`config.mk`:
```
export PLATFORM = sky130hd
export DESIGN_NAME = busPortTop
export DESIGN_NICKNAME = d
export VERILOG_FILES = /design/src/rtl/busPortPkg.sv /design/src/rtl/busPortCtrl.sv /design/src/rtl/busPortDatapath.sv /design/src/rtl/busPortTop.sv
export SDC_FILE = /design/constraint.sdc
export NUM_CORES = 1
export LEC_CHECK = 0
export BUFFER_PORTS_ARGS = -buffer_cell sky130_fd_sc_hd__buf_4
export CAP_MARGIN = 20
export CORE_ASPECT_RATIO = 1.5
export CORE_UTILIZATION = 35
export CTS_CLUSTER_DIAMETER = 120
export DETAILED_ROUTE_END_ITERATION = 6
export PLACE_DENSITY = 0.67
export SYNTH_ARGS = -nofsm -noshare
export SYNTH_HDL_FRONTEND = slang
export SYNTH_SLANG_ARGS = --single-unit
```
`constraint.sdc`:
```
create_clock -name clk -period 2.46 [get_ports clk]
set_clock_uncertainty 0.15 [all_clocks]
set_input_delay 0.123 -clock clk [delete_from_list [all_inputs] [get_ports clk]]
set_output_delay 0.123 -clock clk [all_outputs]
set_load 0.01 [all_outputs]
```
`src/rtl/busPortPkg.sv`:
```
package busPortPkg;
  typedef enum logic [1:0] {
    CdIo    = 2'd0,
    CdAddr  = 2'd1,
    CdData  = 2'd2,
    CdLogic = 2'd3
  } cdRole_t;

  typedef enum logic [1:0] {
    EIo     = 2'd0,
    EAddrLo = 2'd1,
    EAddrHi = 2'd2,
    EAlt    = 2'd3
  } eRole_t;

  typedef struct packed {
    logic aleFall;
    logic rdDrive;
    logic wrCap;
  } portStrobe_t;
endpackage

```
`src/rtl/busPortCtrl.sv`:
```
module busPortCtrl
  import busPortPkg::*;
#(
  parameter int PIN_W = 8
) (
  input  logic               clk,
  input  logic               rstN,
  input  logic               hostAle,
  input  logic               rdStb,
  input  logic               wrStb,
  input  logic [2*PIN_W-1:0] cfgModeE,
  input  logic [PIN_W-1:0]   pinInE,
  output portStrobe_t        strb,
  output logic               bheOut,
  output logic               apdClk
);
  localparam int ClkPin = PIN_W - 1;

  logic aleEff;
  logic aleQ;
  logic altPin0;
  logic altPin1;
  logic altPin7;

  assign altPin0 = (eRole_t'(cfgModeE[1:0]) == EAlt);
  assign altPin1 = (eRole_t'(cfgModeE[3:2]) == EAlt);
  assign altPin7 = (eRole_t'(cfgModeE[2*ClkPin +: 2]) == EAlt);

  assign aleEff = altPin1 ? pinInE[1] : hostAle;
  assign bheOut = altPin0 & pinInE[0];
  assign apdClk = altPin7 & pinInE[ClkPin];

  always_ff @(posedge clk or negedge rstN) begin
    if (!rstN) aleQ <= 1'b0;
    else       aleQ <= aleEff;
  end

  assign strb.aleFall = aleQ & ~aleEff;
  assign strb.rdDrive = rdStb;
  assign strb.wrCap   = wrStb;


  single_fall_chk: assert property (@(posedge clk) disable iff (!rstN)
    strb.aleFall |=> !strb.aleFall);
endmodule

```
`src/rtl/busPortDatapath.sv`:
```
module busPortDatapath
  import busPortPkg::*;
#(
  parameter int PIN_W = 8
) (
  input  logic                          clk,
  input  logic                          rstN,
  input  portStrobe_t                   strb,
  input  logic [2*PIN_W-1:0]            hostAddr,
  input  logic                          busWide,
  input  logic                          busMux,
  input  logic [2*PIN_W-1:0]            intRdData,
  output logic [2*PIN_W-1:0]            intWrData,
  input  logic [1:0][2*PIN_W-1:0]       cfgMode,
  input  logic [1:0][PIN_W-1:0]         cfgDir,
  input  logic [1:0][PIN_W-1:0]         cfgOd,
  input  logic [1:0][PIN_W-1:0]         cfgOut,
  input  logic [1:0][PIN_W-1:0]         pinIn,
  output logic [1:0][PIN_W-1:0]         pinOut,
  output logic [1:0][PIN_W-1:0]         pinOe,
  output logic [1:0][PIN_W-1:0]         dataIn,
  output logic [1:0][PIN_W-1:0]         logicOut,
  input  logic [2*PIN_W-1:0]            cfgModeE,
  input  logic [PIN_W-1:0]              cfgDirE,
  input  logic [PIN_W-1:0]              cfgOdE,
  input  logic [PIN_W-1:0]              cfgOutE,
  input  logic [PIN_W-1:0]              pinInE,
  output logic [PIN_W-1:0]              pinOutE,
  output logic [PIN_W-1:0]              pinOeE,
  output logic [PIN_W-1:0]              dataInE
);
  localparam int ADDR_W = 2 * PIN_W;

  logic [ADDR_W-1:0] latAddr;
  logic              highHalf;
  logic [1:0][PIN_W-1:0] dataMask;
  logic [1:0][PIN_W-1:0] logicMask;
  logic [PIN_W-1:0]      altMaskE;

  assign highHalf = busWide & busMux;

  always_ff @(posedge clk or negedge rstN) begin
    if (!rstN)             latAddr <= '0;
    else if (strb.aleFall) latAddr <= hostAddr;
  end

  for (genvar p = 0; p < 2; p++) begin : g_cd
    for (genvar i = 0; i < PIN_W; i++) begin : g_pin
      cdRole_t role;
      logic    src;
      logic    drv;
      logic    addrBit;
      logic    dinQ;
      logic    wrQ;

      assign role = cdRole_t'(cfgMode[p][2*i +: 2]);

      if (p == 0) begin : g_lo
        assign addrBit = latAddr[i];
      end else begin : g_hi
        assign addrBit = highHalf ? latAddr[PIN_W+i] : latAddr[i];
      end

      always_comb begin
        unique case (role)
          CdIo:    begin src = cfgOut[p][i];            drv = cfgDir[p][i]; end
          CdAddr:  begin src = addrBit;                 drv = 1'b1;         end
          CdData:  begin src = intRdData[p*PIN_W + i];  drv = strb.rdDrive; end
          default: begin src = 1'b0;                    drv = 1'b0;         end
        endcase
      end

      assign pinOut[p][i]    = cfgOd[p][i] ? 1'b0 : src;
      assign pinOe[p][i]     = cfgOd[p][i] ? (drv & ~src) : drv;
      assign dataMask[p][i]  = (role == CdData);
      assign logicMask[p][i] = (role == CdLogic);
      assign logicOut[p][i]  = (role == CdLogic) & pinIn[p][i];

      always_ff @(posedge clk or negedge rstN) begin
        if (!rstN)                               dinQ <= 1'b0;
        else if (role == CdIo && !cfgDir[p][i])  dinQ <= pinIn[p][i];
      end
      assign dataIn[p][i] = dinQ;

      always_ff @(posedge clk or negedge rstN) begin
        if (!rstN)                               wrQ <= 1'b0;
        else if (strb.wrCap && role == CdData)   wrQ <= pinIn[p][i];
      end
      assign intWrData[p*PIN_W + i] = wrQ;
    end
  end

  for (genvar i = 0; i < PIN_W; i++) begin : g_e
    eRole_t role;
    logic   src;
    logic   drv;
    logic   dinQ;

    assign role = eRole_t'(cfgModeE[2*i +: 2]);

    always_comb begin
      unique case (role)
        EIo:     begin src = cfgOutE[i];         drv = cfgDirE[i]; end
        EAddrLo: begin src = latAddr[i];         drv = 1'b1;       end
        EAddrHi: begin src = latAddr[PIN_W+i];   drv = 1'b1;       end
        default: begin src = 1'b0;               drv = 1'b0;       end
      endcase
    end

    assign pinOutE[i]  = cfgOdE[i] ? 1'b0 : src;
    assign pinOeE[i]   = cfgOdE[i] ? (drv & ~src) : drv;
    assign altMaskE[i] = (role == EAlt);

    always_ff @(posedge clk or negedge rstN) begin
      if (!rstN)                       dinQ <= 1'b0;
      else if (role == EIo && !cfgDirE[i]) dinQ <= pinInE[i];
    end
    assign dataInE[i] = dinQ;
  end


  latch_hold_chk: assert property (@(posedge clk) disable iff (!rstN)
    !strb.aleFall |=> $stable(latAddr));


  data_idle_chk: assert property (@(posedge clk) disable iff (!rstN)
    !strb.rdDrive |-> ((pinOe[0] & dataMask[0]) == '0 && (pinOe[1] & dataMask[1]) == '0));


  wr_hold_chk: assert property (@(posedge clk) disable iff (!rstN)
    !strb.wrCap |=> $stable(intWrData));


  od_high_chk: assert property (@(posedge clk) disable iff (!rstN)
    ((pinOut[0] & pinOe[0] & cfgOd[0]) == '0) && ((pinOutE & pinOeE & cfgOdE) == '0));


  logic_float_chk: assert property (@(posedge clk) disable iff (!rstN)
    ((pinOe[0] & logicMask[0]) == '0) && ((pinOe[1] & logicMask[1]) == '0));


  alt_float_chk: assert property (@(posedge clk) disable iff (!rstN)
    (pinOeE & altMaskE) == '0);
endmodule

```
`src/rtl/busPortTop.sv`:
```
module busPortTop
  import busPortPkg::*;
#(
  parameter int PIN_W = 8,
  localparam int ADDR_W = 2 * PIN_W
) (
  input  logic              clk,
  input  logic              rstN,
  input  logic [ADDR_W-1:0] hostAddr,
  input  logic              hostAle,
  input  logic              rdStb,
  input  logic              wrStb,
  input  logic              busWide,
  input  logic              busMux,
  input  logic [ADDR_W-1:0] intRdData,
  output logic [ADDR_W-1:0] intWrData,
  input  logic [ADDR_W-1:0] cfgModeC,
  input  logic [PIN_W-1:0]  cfgDirC,
  input  logic [PIN_W-1:0]  cfgOdC,
  input  logic [PIN_W-1:0]  cfgOutC,
  input  logic [ADDR_W-1:0] cfgModeD,
  input  logic [PIN_W-1:0]  cfgDirD,
  input  logic [PIN_W-1:0]  cfgOdD,
  input  logic [PIN_W-1:0]  cfgOutD,
  input  logic [ADDR_W-1:0] cfgModeE,
  input  logic [PIN_W-1:0]  cfgDirE,
  input  logic [PIN_W-1:0]  cfgOdE,
  input  logic [PIN_W-1:0]  cfgOutE,
  input  logic [PIN_W-1:0]  pinInC,
  output logic [PIN_W-1:0]  pinOutC,
  output logic [PIN_W-1:0]  pinOeC,
  output logic [PIN_W-1:0]  dataInC,
  output logic [PIN_W-1:0]  logicC,
  input  logic [PIN_W-1:0]  pinInD,
  output logic [PIN_W-1:0]  pinOutD,
  output logic [PIN_W-1:0]  pinOeD,
  output logic [PIN_W-1:0]  dataInD,
  output logic [PIN_W-1:0]  logicD,
  input  logic [PIN_W-1:0]  pinInE,
  output logic [PIN_W-1:0]  pinOutE,
  output logic [PIN_W-1:0]  pinOeE,
  output logic [PIN_W-1:0]  dataInE,
  output logic              bheOut,
  output logic              apdClk
);
  portStrobe_t               strb;
  logic [1:0][PIN_W-1:0]     pinOutCD;
  logic [1:0][PIN_W-1:0]     pinOeCD;
  logic [1:0][PIN_W-1:0]     dataInCD;
  logic [1:0][PIN_W-1:0]     logicCD;

  busPortCtrl #(.PIN_W(PIN_W)) i_ctrl (
    .clk     (clk),
    .rstN    (rstN),
    .hostAle (hostAle),
    .rdStb   (rdStb),
    .wrStb   (wrStb),
    .cfgModeE(cfgModeE),
    .pinInE  (pinInE),
    .strb    (strb),
    .bheOut  (bheOut),
    .apdClk  (apdClk)
  );

  busPortDatapath #(.PIN_W(PIN_W)) i_dp (
    .clk      (clk),
    .rstN     (rstN),
    .strb     (strb),
    .hostAddr (hostAddr),
    .busWide  (busWide),
    .busMux   (busMux),
    .intRdData(intRdData),
    .intWrData(intWrData),
    .cfgMode  ({cfgModeD, cfgModeC}),
    .cfgDir   ({cfgDirD, cfgDirC}),
    .cfgOd    ({cfgOdD, cfgOdC}),
    .cfgOut   ({cfgOutD, cfgOutC}),
    .pinIn    ({pinInD, pinInC}),
    .pinOut   (pinOutCD),
    .pinOe    (pinOeCD),
    .dataIn   (dataInCD),
    .logicOut (logicCD),
    .cfgModeE (cfgModeE),
    .cfgDirE  (cfgDirE),
    .cfgOdE   (cfgOdE),
    .cfgOutE  (cfgOutE),
    .pinInE   (pinInE),
    .pinOutE  (pinOutE),
    .pinOeE   (pinOeE),
    .dataInE  (dataInE)
  );

  assign pinOutC = pinOutCD[0];
  assign pinOutD = pinOutCD[1];
  assign pinOeC  = pinOeCD[0];
  assign pinOeD  = pinOeCD[1];
  assign dataInC = dataInCD[0];
  assign dataInD = dataInCD[1];
  assign logicC  = logicCD[0];
  assign logicD  = logicCD[1];
endmodule

```
-- Word-level counts from Yosys, hierarchy flattened
Cells that the tools add are included.
- bits in latches: 0
- bits in writable memories: 0
- memory bits (read-only): 0
- output and inout bits: 106
- memories: 0
- register bits after elaboration: 57
- input bits: 183
- word-level logic and storage cells: 379
- multiply operators: 0
- equal/unequal tests: 67
- reduce and logical (&&, ||, !) cells: 96
- bitwise operators: 69
- shifts and indexed selects: 0
- add/subtract/negate cells: 0
- divide/modulo/power cells: 0
- magnitude comparators: 0
- muxes and demuxes: 105
- operator list (kind ; number):
    $pmux W1 S3 ; 40
    $eq A2 B2 Y1 const B ; 43
    $mux W1 ; 57
    $eq A2 B1 Y1 const B ; 24
    $logic_not A2 Y1 ; 24
    $and A1 B1 Y1 ; 44
    $logic_and A1 B1 Y1 ; 40
    $not A1 Y1 ; 25
    $logic_not A1 Y1 ; 24
    $pmux W1 S2 ; 8
    $reduce_or A2 Y1 ; 8

-- Logic depth before layout (Yosys ltp)
Gate-level depths: netlist (run 1).
- depth after elaboration: 6
- depth in mapped cells: 6
- gate-level depth less buffers: 5

-- By module
Synthesis (run 1) repeated with hierarchy kept, for this count alone.
- cells, all modules: 466
- area, all modules: 4678.2 µm²
- modules (own cells, without submodules) (module ; area each (µm²) ; times used ; seq. area each (µm²) ; cells an instance):
    busPortDatapath ; 4585.6 ; 1 ; 1401.3 ; 456
    busPortCtrl ; 92.6 ; 1 ; 25.0 ; 10

-- Worst setup path after synthesis (run 1)
OpenSTA, ideal clock, no wires.
- kind: input-to-reg
- from: in cfgModeE[2]
- to: reg i_dp.latAddr[10]
- slack: 0.780 ns
- required time: 2.185 ns
- setup time: 0.125 ns
- cell stages on the path: 6
- data arrival time: 1.405 ns
- path buffers: 2
- path through: ha_1 > mux2_4 > or2_1 > buf_6 > buf_12 > mux2_4
- word-level cells in the longest chain between the ends: 4
- RTL lines (what ; line ; text):
    start: declaration ; busPortTop.sv:25 ; input logic [ADDR_W-1:0] cfgModeE,
    $eq A2 B2 Y1 ; -- ;
    $mux W1 ; busPortCtrl.sv:29 ; assign aleEff = altPin1 ? pinInE[1] : hostAle;
    net i_ctrl.aleEff ; busPortCtrl.sv:19 ; logic aleEff;
    $not A1 Y1 ; busPortCtrl.sv:38 ; assign strb.aleFall = aleQ & ~aleEff;
    $and A1 B1 Y1 ; busPortCtrl.sv:38 ;
    end signal: assignment ; busPortDatapath.sv:44 ; else if (strb.aleFall) latAddr <= hostAddr;
    end: declaration ; busPortDatapath.sv:34 ; logic [ADDR_W-1:0] latAddr;
The timed path passes the listed nets, and every way through them passes these cells.
A chain may end at the register's enable or synchronous reset.

-- Final worst setup path (run 1)
- from: reg i_dp.latAddr[5]
- to: out pinOeE[5]
- word-level cells in the longest chain between the ends: 4
- RTL lines (what ; line ; text):
    $pmux W1 S3 ; busPortDatapath.sv:102 ; unique case (role)
    $not A1 Y1 ; busPortDatapath.sv:111 ; assign pinOeE[i] = cfgOdE[i] ? (drv & ~src) : drv;
    $and A1 B1 Y1 ; busPortDatapath.sv:111 ;
    $mux W1 ; busPortDatapath.sv:111 ;
    end: declaration ; busPortTop.sv:41 ; output logic [PIN_W-1:0] pinOeE,
Every way passes these cells.

==> results of run 1 <==
==> cell usage in the layout, fill, tap and decap left out, types with 10 or more instances in the layout <==
master and instances:
a2bb2oi_1 15, and3_1 16, buf_4 288, dfrtp_1 57, dlygate4sd3_1 55, ha_1 34, inv_1 24, mux2_2 52
mux2_4 11, mux2i_1 23, nand2_1 26, nand2b_1 10, nand3b_1 16, nor2b_1 22, nor3_1 32, o21bai_1 16
==> synthesized netlist by cell type, drive strengths merged <==
library cell	instances
o31a	8
nand2b	10
nand3b	16
a2bb2oi	15
and3	16
o32ai	8
or2	1
dfrtp	57
nor3	32
clkbuf	12
o21ai	1
a21oi	9
mux2i	23
o21bai	16
inv	24
or3b	8
a222oi	8
a221oi	1
mux2	63
ha	34
a211oi	7
nor2b	22
buf	42
a22oi	1
nand2	26
nor3b	1
and2	3
==> state kept, by name (all words and copies together), names as in the netlist <==
name                  count
i_dp.g_cd.g_pin.wrQ      16
i_dp.g_e.dinQ             8
i_ctrl.aleQ               1
i_dp.latAddr             16
i_dp.g_cd.g_pin.dinQ     16
==> worst max-delay path, cell delays in order (launching register included) <==
cell      delay, ns
dfrtp_1        0.42
a222oi_1       0.43
nor2b_1        0.09
nor3_1         0.34
buf_4          0.19
==> kinds of logic (layout without fill, tap and decap cells) <==
logic type	after synthesis	in the layout	share of synthesized area [%]
flops	57	57	30.5
compound gates	74	74	12.6
simple gates	135	135	16.7
mux	86	86	21.0
buf+inv	78	383	9.99
fa+ha+maj	34	34	9.11
==> layout make-up <==
type	count	area [µm²]
fill	1130	5520
multi-input combinational	329	2780
timing repair buffer	343	2710
sequential	57	1430
clock buffer	14	284
tap	159	199
inverter	24	90.1
clock inverter	2	10.0
==> path summary, 6_finish.rpt <==
kind / cells after the start / end
setup / recovery: 4 / pinOeE[5]
hold / removal: 3 / i_dp.g_e[5].dinQ
setup reg to reg: 3 / i_dp.latAddr[3]
hold reg to reg: 1 / i_dp.g_cd[1].g_pin[5].wrQ
max in group asynchronous: 2 / i_dp.g_e[5].dinQ
min in group asynchronous: 2 / i_dp.g_e[6].dinQ
==> routing by layer <==
| layer | routed length [µm] | share of wire, % | global-route usage (%) |
|---|---|---|---|
| met4 | 323 | 2.1 | 8.36 |
| met2 | 8460 | 55 | 40.0 |
| met3 | 762 | 5.0 | 3.86 |
| met5 | 0 | 0 | 0 |
| met1 | 5720 | 37 | 22.3 |
==> power groups by stage <==
stage / registers [mW] / logic [mW] / clock network, mW
finish: 1.25 / 1.43 / 1.20
floorplan: 1.21 / 0.793 / 0
CTS: 1.25 / 1.44 / 1.24
global placement: 1.26 / 1.30 / 0
detailed placement: 1.26 / 1.33 / 0
global route: 1.27 / 1.55 / 1.27
==> metrics by stage <==
step	util, %	hold WS [ns]	instances	setup WS, ns
5_1_grt	57.6	0.0125	928	0.260
4_1_cts	57.6	0.00325	928	0.419
3_3_place_gp	51.1	0.0870	857	0.359
2_1_floorplan	-	-0.323	464	0.780
6_report	57.6	0.0167	928	0.393
3_5_place_dp	51.1	0.0958	857	0.288
==> what timing repair did <==
action | CTS | global route
endpoints found under the setup margin | 0 | 0
hold buffers | 55 | 0
hold endpoints to repair | 114 | 0
==> flow_metrics.env, run 1 <==
export IMPL_synth_seq_cells=57
export IMPL_numCtsBuffers=9
export IMPL_rsz0062_at_grt="no"
export IMPL_syn_inst=464
export IMPL_dp_hpwl_um=11700
export IMPL_syn_area_mm2=0.00467
export IMPL_first_pass_iters=4
export IMPL_clock_sinks=57
export IMPL_ys_seq_area_share_pct=30.5
export IMPL_start_kind="flop"
export IMPL_synth_top_cell_by_area="dfrtp_1"
export IMPL_min_period_ns=2.07
export IMPL_drt_vias_per_instance=5.02
export IMPL_regToRegSetupSlack_ns=0.60
export IMPL_p_sw_mw=1.12
export IMPL_hold_start="cfgDirE[5]"
export IMPL_fmax_ghz=0.484
export IMPL_antenna_cells=0
export IMPL_hold_viol_final=0
export IMPL_slew_violations=0
export IMPL_max_slew_margin_rel_pct=33.7
export IMPL_design_core_area_mm2=0.0130
export IMPL_reg2reg_from="i_ctrl.aleQ"
export IMPL_initial_core_util_pct=35.9
export IMPL_gp_congestion=0.870
export IMPL_rows=51
export IMPL_synth_top_cell_area_share_pct=30.5
export IMPL_cts_resized=0
export IMPL_grt_pass1_vias=4632
export IMPL_cts_tree="yes"
export IMPL_worstPathMaxFanout=4
export IMPL_vdd_drop_max_mv=0.303
export IMPL_grt_max_degree=58
export IMPL_p_sw_share_pct=28.9
export IMPL_io_pins=289
export IMPL_clkLatencyLatePin_ns=0.33
export IMPL_finalPower_mw=3.88
export IMPL_io_buffer_count=288
export IMPL_pwr_share_clk_pct=30.9
export IMPL_outcome="completed"
export IMPL_postCtsSetupRepairBufs=0
export IMPL_die_y_um=143
export IMPL_clk_path_buf_depth=2
export IMPL_clock_root_buffer="clkbuf_16"
export IMPL_antenna_found_initial=0
export IMPL_drc=0
export IMPL_maxCapViolations=0
export IMPL_dpl_cell_area_mm2=0.00666
export IMPL_fp_dieW_um=96.3
export IMPL_drtIter0Drc=138
export IMPL_crit_arrival_ns=1.79
export IMPL_drt_wl_total_um=15300
export IMPL_route_vias_total=4656
export IMPL_cts_max_level=3
export IMPL_final_layout_size_suffix_gt1_share_pct=48.6
export IMPL_grt_pass1_wl_um=22200
export IMPL_worst_slew_pin_slew_ns=0.995
export IMPL_setup_viol=0
export IMPL_setup_tns_ns=0
export IMPL_design_area_mm2=0.00750
export IMPL_p_leak_nw=3.77
export IMPL_synth_area_per_cell_um2=10.1
export IMPL_fin_crit_sh_pct=84.0
export IMPL_synth_area_leaders="dfrtp_1 31%, mux2_2 13%, ha_1 9.1%, buf_4 6.4%, mux2i_1 4.9%"
export IMPL_synth_warnings=0
export IMPL_power_frac_comb_pct=37.0
export IMPL_grt_remaining_overflow=0
export IMPL_power_frac_seq_pct=32.2
export IMPL_min_path_type="in2reg"
export IMPL_grtUsageTotal_pct=21.1
export IMPL_postSynthNetCount=681
export IMPL_synth_cell_types=30
export IMPL_cell_internal_pwr_mw=2.76
export IMPL_die_area_mm2=0.0138
export IMPL_critPathKind="reg2out"
export IMPL_clk_pin_slew_worst_paths_ns=0.04
export IMPL_routedWlPerCell_um=16.4
export IMPL_crit_start="i_dp.latAddr[5]"
export IMPL_worstPathRequired_ns=2.19
export IMPL_syn_to_final_growth_pct=60.6
export IMPL_p_per_area_mw_per_mm2=517
export IMPL_end_kind="output port"
export IMPL_drtAntennaViolNets=0
export IMPL_nets=981
Note: power is estimated with default switching activity, not from simulation.
==> inputs of run 2 (changes only) <==
- ABC_AREA: default -> 1
- PLACE_DENSITY: 0.67 -> 0.7
- clock period: 2.46 -> 1.68 ns (I/O delays scaled with it)
==> flow_metrics.env, run 2 <==
export IMPL_outcome="completed"
export IMPL_synth_area_leaders="dfrtp_1 31%, nand2_1 14%, inv_1 11%, ha_1 9.1%, buf_4 7.1%"
export IMPL_maxCapViolations=0
export IMPL_p_leak_nw=4.51
export IMPL_use_met1_pct=26.7
export IMPL_grt_remaining_overflow=0
export IMPL_hold_start="cfgModeD[0]"
export IMPL_fmax_ghz=0.607
export IMPL_timing_final_ws_setup_ns=0.0330
export IMPL_dpl_cell_area_mm2=0.00667
export IMPL_use_met2_pct=42.7
export IMPL_whs_endpoint="i_dp.g_cd[1].g_pin[0].dinQ"
export IMPL_max_slew_margin_rel_pct=50.9
export IMPL_nets=1269
export IMPL_syn_inst=702
export IMPL_final_layout_size_suffix_gt1_share_pct=30.4
export IMPL_synth_warnings=0
export IMPL_route_vias_total=5688
export IMPL_numCtsBuffers=9
export IMPL_drt_vias_per_instance=4.69
export IMPL_setup_viol=0
export IMPL_crit_start="cfgModeD[5]"
export IMPL_hold_viol_final=0
export IMPL_gp_congestion=0.891
export IMPL_rows=51
export IMPL_grt_pass1_vias=5438
export IMPL_synth_top_cell_area_share_pct=30.6
export IMPL_io_pins=289
export IMPL_setup_tns_ns=0
export IMPL_grt_busiest_layer="met2"
export IMPL_postSynthNetCount=919
export IMPL_grt_max_degree=33
export IMPL_antenna_found_initial=0
export IMPL_finalPower_mw=5.53
export IMPL_cts_max_level=3
export IMPL_worstPathRequired_ns=1.73
export IMPL_drtAntennaViolNets=0
export IMPL_die_area_mm2=0.0138
export IMPL_syn_to_final_growth_pct=70.2
export IMPL_final_common_cell="buf_4"
export IMPL_clkLatencyLatePin_ns=0.32
export IMPL_worstPathMaxFanout=6
export IMPL_first_pass_iters=5
export IMPL_p_per_area_mw_per_mm2=698
export IMPL_routedWlPerCell_um=14.0
export IMPL_place_inst=1104
export IMPL_synth_cell_types=19
export IMPL_drt_wl_total_um=16900
export IMPL_clock_root_buffer="clkbuf_16"
export IMPL_hold_depth=4
export IMPL_clk_pin_slew_worst_paths_ns=0.05
export IMPL_design_core_area_mm2=0.0130
export IMPL_top_regs="i_dp.g_cd.g_pin.dinQ (16), i_dp.g_cd.g_pin.wrQ (16), i_dp.latAddr (16)"
export IMPL_grt_use_met3_pct=5.32
export IMPL_synth_top_cells_by_count="172 x nand2_1, 131 x inv_1, 65 x nor2_1, 60 x a21oi_1"
export IMPL_fin_crit_sh_pct=98.0
export IMPL_io_buffer_count=288
export IMPL_postCtsSetupRepairBufs=0
export IMPL_dp_hpwl_um=12800
export IMPL_whs_ns=0.0110
export IMPL_critPathKind="in2reg"
export IMPL_reg2reg_to="i_dp.g_e[3].dinQ"
export IMPL_drtIter0Drc=219
export IMPL_slew_violations=0
export IMPL_start_kind="input port"
export IMPL_finish_utilization_pct=61.1
export IMPL_reg2reg_from="i_dp.g_e[3].dinQ"
export IMPL_layout_common_cells="291 x buf_4, 172 x nand2_1, 125 x inv_1, 96 x dlygate4sd3_1, 61 x nor2_1"
export IMPL_clock_sinks=57
export IMPL_clk_path_buf_depth=2
export IMPL_synth_area_per_cell_um2=6.63
export IMPL_dpl_worst_slack_ns=0.263
export IMPL_synth_most_common_cell="nand2_1"
export IMPL_rr_worst_depth=3
export IMPL_vdd_drop_max_mv=0.460
export IMPL_die_y_um=143
export IMPL_fin_cells=1213
export IMPL_min_path_type="in2reg"
export IMPL_min_period_ns=1.65
export IMPL_regToRegSetupSlack_ns=0.26
export IMPL_ys_flop_type="dfrtp_1"
export IMPL_initial_core_util_pct=35.9
export IMPL_design_area_mm2=0.00792
export IMPL_synth_seq_cells=57
export IMPL_end_kind="flop"
export IMPL_fp_dieW_um=96.2
export IMPL_grtUsageTotal_pct=24.1
export IMPL_crit_arrival_ns=1.70
export IMPL_grt_pass1_wl_um=25200
export IMPL_antenna_cells=0
export IMPL_worst_slew_pin_slew_ns=0.736
export IMPL_synthArstFlopShare_pct=100
export IMPL_drc=0
export IMPL_synth_top_cell_by_area="dfrtp_1"
export IMPL_synth_edf_count=0
export IMPL_cts_tree="yes"
export IMPL_syn_area_mm2=0.00465
export IMPL_ys_seq_area_share_pct=30.6
[run 2: cell types whose count changed in the layout (fill, tap and decap cells not counted), sizes merged, moves of 54 or more]
cell,change
a21oi,+54
inv,+107
mux2,-63
nand2,+148
nand3,+58
nor2,+65
[run 2: cell type report]
cell class,count,area (µm²)
inverters,131,492
fillers,1230,5030
multi-input cells,466,2390
clock buffers,13,270
well taps,159,199
repair buffers,387,3150
flip-flops and latches,57,1430
[run 2: worst max-delay path, stage by stage]
cell and delay, ns:
dlygate4sd3_1 0.54, buf_4 0.16, nor2_2 0.10, nand2_1 0.10, nand2_1 0.07, o21ai_0 0.07, dlygate4sd3_1 0.57
[run 2: repair_timing]
action / CTS / global route
endpoints found under the setup margin: 0 / 12
endpoints found under the hold margin: 114 / 0
hold buffers: 96 / 0
gates resized for setup: 0 / 13
[run 2: kinds of logic after synthesis]
kind of cell / after synthesis / share of synthesized area, %
AOI/OAI and AO/OA: 135 / 15.8
DFF: 57 / 30.6
adders and majority gates: 34 / 9.14
and+or+nand+nor: 297 / 26.0
buffers and inverters: 179 / 18.5
[run 2: worst max-delay path by stage]
stage	to	slack, ns	depth (start not counted)
CTS	i_dp.g_cd[0].g_pin[7].dinQ	0.04	7
finish	i_dp.g_cd[1].g_pin[2].dinQ	0.03	7
detailed placement	i_dp.latAddr[15]	0.26	6
floorplan	pinOeD[7]	0.62	5
global placement	i_dp.latAddr[15]	0.29	6
global route	pinOeC[5]	-0.02	7
[run 2: where the power goes]
group | internal, mW | leakage [nW] | switching (mW) | total (mW)
clock network | 1.09 | 0.134 | 0.602 | 1.69
logic | 1.12 | 3.70 | 0.971 | 2.09
registers | 1.60 | 0.674 | 0.141 | 1.74
total | 3.82 | 4.51 | 1.71 | 5.53
[run 2: layer usage]
metal,up-vias,part of all wire (%),wire length [µm]
li1,2857,-,-
met1,2580,38,6520
met2,207,53,8910
met3,44,5.4,914
met4,0,3.6,609
met5,-,0,0
